<file path="src/rtl/fftc_pkg.sv">
package fftc_pkg;
  localparam int LANES = 4;

  // output lane j is fed by quarter store {j[0], j[1]}:
  // lane0<-q0, lane1<-q2, lane2<-q1, lane3<-q3
  function automatic int quarter_of_lane(input int j);
    return ((j & 1) << 1) | ((j >> 1) & 1);
  endfunction
endpackage

</file>
<file path="src/rtl/fftc_qstore.sv">
module fftc_qstore #(
  parameter int DW    = 16,
  parameter int DEPTH = 16,
  localparam int AW   = $clog2(DEPTH),
  localparam int BW   = AW - 2
) (
  input  logic                                 clk,
  input  logic                                 we,
  input  logic                                 wbank,
  input  logic [BW-1:0]                        wbeat,
  input  logic [fftc_pkg::LANES-1:0][DW-1:0]   wdata,
  input  logic                                 rbank,
  input  logic [AW-1:0]                        raddr,
  output logic [DW-1:0]                        rdata
);
  // two banks of one quarter; a beat fills four adjacent slots
  logic [DW-1:0] mem [2*DEPTH];

  always_ff @(posedge clk) begin
    if (we) begin
      for (int i = 0; i < fftc_pkg::LANES; i++) begin
        mem[{wbank, wbeat, 2'(i)}] <= wdata[i];
      end
    end
  end

  assign rdata = mem[{rbank, raddr}];
endmodule

</file>
<file path="src/rtl/fftc_ctrl.sv">
module fftc_ctrl #(
  parameter int GRPS = 16,
  localparam int KW  = $clog2(GRPS)
) (
  input  logic          clk,
  input  logic          rst_n,
  input  logic          in_valid,
  input  logic          nx_ready,
  output logic          wr_fire,
  output logic          wr_bank,
  output logic [KW-1:0] wr_cnt,
  output logic          rd_fire,
  output logic          rd_bank,
  output logic [KW-1:0] rd_cnt,
  output logic          ovf
);
  logic [1:0]    full_q, full_d;
  logic          wr_bank_q, wr_bank_d, rd_bank_q, rd_bank_d;
  logic [KW-1:0] wr_cnt_q, wr_cnt_d, rd_cnt_q, rd_cnt_d;
  logic          wr_last, rd_last;

  always_comb begin
    wr_fire   = in_valid && !full_q[wr_bank_q];
    ovf       = in_valid &&  full_q[wr_bank_q];
    rd_fire   = nx_ready &&  full_q[rd_bank_q];
    wr_last   = wr_fire && (wr_cnt_q == KW'(GRPS - 1));
    rd_last   = rd_fire && (rd_cnt_q == KW'(GRPS - 1));
    full_d    = full_q;
    if (wr_last) full_d[wr_bank_q] = 1'b1;
    if (rd_last) full_d[rd_bank_q] = 1'b0;
    wr_cnt_d  = wr_fire ? wr_cnt_q + KW'(1) : wr_cnt_q;
    rd_cnt_d  = rd_fire ? rd_cnt_q + KW'(1) : rd_cnt_q;
    wr_bank_d = wr_bank_q ^ wr_last;
    rd_bank_d = rd_bank_q ^ rd_last;
  end

  always_ff @(posedge clk or negedge rst_n) begin
    if (!rst_n) begin
      full_q    <= '0;
      wr_bank_q <= 1'b0;
      rd_bank_q <= 1'b0;
      wr_cnt_q  <= '0;
      rd_cnt_q  <= '0;
    end else begin
      full_q    <= full_d;
      wr_bank_q <= wr_bank_d;
      rd_bank_q <= rd_bank_d;
      wr_cnt_q  <= wr_cnt_d;
      rd_cnt_q  <= rd_cnt_d;
    end
  end

  assign wr_bank = wr_bank_q;
  assign wr_cnt  = wr_cnt_q;
  assign rd_bank = rd_bank_q;
  assign rd_cnt  = rd_cnt_q;


  ovf_hold_chk: assert property (@(posedge clk) disable iff (!rst_n)
    ovf |=> ($stable(wr_cnt_q) && $stable(wr_bank_q)));
endmodule

</file>
<file path="src/rtl/fftc_twgen.sv">
module fftc_twgen #(
  parameter int L    = 64,
  parameter int TBL  = 512,
  localparam int KW  = $clog2(L / 4),
  localparam int TAW = $clog2(TBL),
  localparam int LW  = $clog2(L),
  localparam int SH  = $clog2(TBL / L)
) (
  input  logic [KW-1:0]  k,
  output logic [TAW-1:0] tw_a,
  output logic [TAW-1:0] tw_b,
  output logic [LW-1:0]  rev
);
  logic [TAW-1:0] kx;
  logic [LW-1:0]  kl;

  always_comb begin
    kx   = TAW'(k);
    kl   = LW'(k);
    tw_a = kx << SH;
    tw_b = (kx + (kx << 1)) << SH;
    for (int i = 0; i < LW; i++) rev[i] = kl[LW-1-i];
  end
endmodule

</file>
<file path="src/rtl/fft_commutator.sv">
module fft_commutator #(
  parameter int DW   = 16,
  parameter int L    = 64,
  parameter int TBL  = 512,
  localparam int GRPS = L / 4,
  localparam int KW   = $clog2(GRPS),
  localparam int TAW  = $clog2(TBL),
  localparam int LW   = $clog2(L),
  localparam int SCALE = TBL / L
) (
  input  logic                                clk,
  input  logic                                rst_n,
  input  logic                                in_valid,
  input  logic [fftc_pkg::LANES-1:0][DW-1:0]  in_lane,
  input  logic                                nx_ready,
  output logic                                ovf,
  output logic                                out_valid,
  output logic [fftc_pkg::LANES-1:0][DW-1:0]  out_lane,
  output logic [TAW-1:0]                      tw_a,
  output logic [TAW-1:0]                      tw_b,
  output logic [LW-1:0]                       out_rev
);
  logic [1:0] rsync_q;
  logic       rst_i_n;

  always_ff @(posedge clk or negedge rst_n) begin
    if (!rst_n) rsync_q <= '0;
    else        rsync_q <= {rsync_q[0], 1'b1};
  end
  assign rst_i_n = rsync_q[1];

  logic          wr_fire, wr_bank, rd_fire, rd_bank;
  logic [KW-1:0] wr_cnt, rd_cnt;

  fftc_ctrl #(.GRPS(GRPS)) u_ctrl (
    .clk(clk), .rst_n(rst_i_n), .in_valid(in_valid), .nx_ready(nx_ready),
    .wr_fire(wr_fire), .wr_bank(wr_bank), .wr_cnt(wr_cnt),
    .rd_fire(rd_fire), .rd_bank(rd_bank), .rd_cnt(rd_cnt), .ovf(ovf)
  );

  logic [fftc_pkg::LANES-1:0][DW-1:0] qdat, grp_d;

  for (genvar q = 0; q < fftc_pkg::LANES; q++) begin : g_quarter
    fftc_qstore #(.DW(DW), .DEPTH(GRPS)) u_qs (
      .clk(clk),
      .we(wr_fire && (wr_cnt[KW-1:KW-2] == 2'(q))),
      .wbank(wr_bank), .wbeat(wr_cnt[KW-3:0]), .wdata(in_lane),
      .rbank(rd_bank), .raddr(rd_cnt), .rdata(qdat[q])
    );
  end

  for (genvar j = 0; j < fftc_pkg::LANES; j++) begin : g_lane
    localparam int QS = fftc_pkg::quarter_of_lane(j);
    assign grp_d[j] = qdat[QS];
  end

  logic [TAW-1:0] tw_a_d, tw_b_d;
  logic [LW-1:0]  rev_d;

  fftc_twgen #(.L(L), .TBL(TBL)) u_tw (
    .k(rd_cnt), .tw_a(tw_a_d), .tw_b(tw_b_d), .rev(rev_d)
  );

  logic                               out_valid_q;
  logic [fftc_pkg::LANES-1:0][DW-1:0] out_lane_q;
  logic [TAW-1:0]                     tw_a_q, tw_b_q;
  logic [LW-1:0]                      out_rev_q;

  always_ff @(posedge clk or negedge rst_i_n) begin
    if (!rst_i_n) out_valid_q <= 1'b0;
    else          out_valid_q <= rd_fire;
  end

  always_ff @(posedge clk) begin
    if (rd_fire) begin
      out_lane_q <= grp_d;
      tw_a_q     <= tw_a_d;
      tw_b_q     <= tw_b_d;
      out_rev_q  <= rev_d;
    end
  end

  assign out_valid = out_valid_q;
  assign out_lane  = out_lane_q;
  assign tw_a      = tw_a_q;
  assign tw_b      = tw_b_q;
  assign out_rev   = out_rev_q;


  rdy_gate_chk: assert property (@(posedge clk) disable iff (!rst_i_n)
    out_valid_q |-> $past(nx_ready));


  tw_ratio_chk: assert property (@(posedge clk) disable iff (!rst_i_n)
    out_valid_q |-> (tw_b_q == TAW'(TAW'(3) * tw_a_q)));


  grp_step_chk: assert property (@(posedge clk) disable iff (!rst_i_n)
    (out_valid_q && $past(out_valid_q) && (tw_a_q != '0))
      |-> (tw_a_q == TAW'($past(tw_a_q) + TAW'(SCALE))));
endmodule

</file>
<file path="config.mk">
export PLATFORM = sky130hd
export DESIGN_NAME = fft_commutator
export DESIGN_NICKNAME = d
export VERILOG_FILES = /design/src/rtl/fftc_pkg.sv /design/src/rtl/fftc_qstore.sv /design/src/rtl/fftc_ctrl.sv /design/src/rtl/fftc_twgen.sv /design/src/rtl/fft_commutator.sv
export SDC_FILE = /design/constraint.sdc
export NUM_CORES = 2
export LEC_CHECK = 0
export ABC_AREA = 1
export CAP_MARGIN = 10
export CORE_ASPECT_RATIO = 1.4
export CORE_MARGIN = 2
export CORE_UTILIZATION = 40
export CTS_CLUSTER_DIAMETER = 100
export DETAILED_ROUTE_END_ITERATION = 6
export GPL_ROUTABILITY_DRIVEN = 0
export PLACE_DENSITY = 0.55
export SLEW_MARGIN = 0
export SYNTH_ARGS = -nofsm -noshare
export SYNTH_HDL_FRONTEND = slang
export SYNTH_SLANG_ARGS = --single-unit
</file>
<file path="constraint.sdc">
create_clock -name clk -period 2.8 [get_ports clk]
set_clock_uncertainty 0.2 [all_clocks]
set_input_delay 0.42 -clock clk [delete_from_list [all_inputs] [get_ports clk]]
set_output_delay 0.42 -clock clk [all_outputs]
set_load 0.1 [all_outputs]
</file>
==> metrics.txt <==
Vias per Instance 5.43; vias in the first global route 53500; I/O pins 158; post-synth top area cell edfxtp_1; All-Layer GR Usage 0.233; count of warnings emitted by yosys 0; Slew HR 0.470; wirelength, routed 254000 um; initial antenna violation count 11; PnR worst setup slack 94.6 ps; clk_lat worst skew 880 ps; DRC 0; commonest cells after routing, fill and taps aside nand2_1 (2396), edfxtp_1 (2121), nand3_1 (1793), buf_4 (326), clkbuf_16 (207); setup_tns 0 ps; worst slew pin tran 795 ps; Synth cell types 25; Crit. End Element output pin; Leak 35.3 nW; Max Cap Viol 0; Pwr Density 1070 nW/um^2; final hold vios 0; Final nets 7263; Core Area 211000 sq um; required time of the critical path 2180 ps; sequential cell area 64100 sq um; Vias 55200; grt ovf 0; Reg clk slew, reported paths 60 ps; Post-CTS Setup Bufs 0; DR pass1 iterations 6; clock sinks 2136; FF-to-FF path depth 8; First DRT Iteration DRCs 5382; leading cell type in the layout, fill and taps excluded nand2_1; reg2reg end out_lane[19]; top cells by area, synth edfxtp_1 (75%), nand2_1 (11%), nand3_1 (11%); worst r2r src u_ctrl.rd_cnt[0]; IO buf count 147; FMAX 370 MHz; htree depth 4; DIE HEIGHT 549 um; flops & latches, synth 2136; CTS tree yes; syn_area_per_cell 12.3 sq um; row count 200; share of layout cells above drive strength 1 0.113; max-slew violations 0; post-detailed-route count of antenna-violating nets 0; largest net degree at the start of global routing 88; Final setup viols 0; Period Utilization, post-route 0.966; Synth top area share 0.750; Hold Slack 84.7 ps; Crit Path Class register to output pin; Power Total 107 mW; sequential share of the synthesized area 0.755; RSZ-0062 raised after global routing no; Starting Density 0.401; clock buffer depth 4; CP arrival 2090 ps; fillers 18500; R2R Setup Slk 190 ps; synthesized area 84900 sq um; CTS Buf Count 204; clock root cell clkbuf_16; launching element type of the critical path register; hpwl dp 145000 um; Critical Path Fanout Max 9; min-delay worst type input port to asynchronous set/reset pin; Max VDD drop 0.916 mV; cell area after layout 99300 sq um; WL/cell 25.0 um; status complete, no violations; min Tclk post-route 2710 ps; Die Wd 393 um; Mapped Cells 6873; first-pass GRT wire length 370000 um; Cell Area, Placed 92800 sq um; Multi-input gate area 18700 sq um; P&R area growth vs syn 17.1%; Total Die Area 216000 sq um; dpl ws 10.7 ps
## worst max-delay path: stages, from the launching register on
cell     delay, ps
dfrtp_2        500
o21ai_2        230
inv_1          110
nor2_2         190
buf_12         200
## Yosys cell counts, drive strengths merged
cell	instances
xor2	8
clkinv	1
a21o	1
inv	18
dfrtp	15
edfxtp	2121
o21ai	4
xnor2	1
nand4	1
a21oi	3
buf	387
fa	1
nand3	1796
ha	6
nor2	42
nand2	2397
clkbuf	69
conb	2
## cells by family (layout without fill, tap and decap cells)
kind of cell | count (synthesis) | in the layout | share of synthesized area
fa+ha+maj | 7 | 7 | 0.00112
buf+inv | 475 | 938 | 0.0286
other cells | 2 | 13 | 0.0000885
simple gates | 4236 | 4236 | 0.214
xor+xnor | 9 | 9 | 0.000929
compound gates | 8 | 8 | 0.000501
flops | 2136 | 2136 | 0.755
## metrics by stage
stage / std cells / util
after detailed placement: 9809 / 0.439
after CTS: 10200 / 0.470
after global placement: 9809 / 0.439
after floorplan: 6882 / -
after global routing: 10200 / 0.470
final: 10200 / 0.470
## routing by layer
layer | vias to the layer above | global-route usage | part of all wire
met4 | 0 | 0.0789 | 0.034
met5 | - | 0 | 0
met3 | 446 | 0.0278 | 0.060
met2 | 1960 | 0.406 | 0.50
li1 | 25000 | - | -
met1 | 27800 | 0.300 | 0.40
## power breakdown
group | switching (mW) | total, mW | internal (mW)
Combinational | 29.1 | 40.9 | 11.8
Clock | 11.8 | 27.4 | 15.6
Sequential | 0.976 | 38.2 | 37.2
Total | 41.9 | 107 | 64.7
## worst max path at each step
stage | slack [ps] | start | cells after the start | end
global route | 2 | u_ctrl.wr_bank | 4 | ovf
global placement | -30 | in_valid | 9 | g_quarter[3].u_qs.mem[27][1]
finish | 90 | u_ctrl.wr_bank | 4 | ovf
CTS | 20 | u_ctrl.wr_bank | 4 | ovf
detailed placement | 10 | in_valid | 9 | g_quarter[3].u_qs.mem[26][3]
floorplan | -220 | u_ctrl.wr_bank | 8 | g_quarter[3].u_qs.mem[0][0]
## final cells by class
cell class | instances | share of cell area
sequential | 2136 | 0.645
multi-input combinational | 4271 | 0.188
timing repair buffer | 556 | 0.0641
clock buffer | 250 | 0.0544
tap | 2828 | 0.0356
clock inverter | 113 | 0.0114
inverter | 19 | 0.00131
antenna | 2 | 0.0000504
## flip-flops by register name (all words and copies together), names as in the netlist
signal and cells:
u_ctrl.wr_cnt 4, rsync_q 2, tw_b 6, out_lane 64
u_ctrl.rd_bank 1, out_valid 1, u_ctrl.wr_bank 1, u_ctrl.full_q 2
u_ctrl.rd_cnt 4, out_rev 3, g_quarter.u_qs.mem 2048
## what timing repair did
| action | CTS | global route |
|---|---|---|
| endpoints found under the hold margin | 2 | 0 |
| setup endpoints to repair | 1 | 0 |
| resized for setup | 2 | 0 |
| hold buffers | 1 | 0 |
Note: power is estimated with default switching activity, not from simulation.
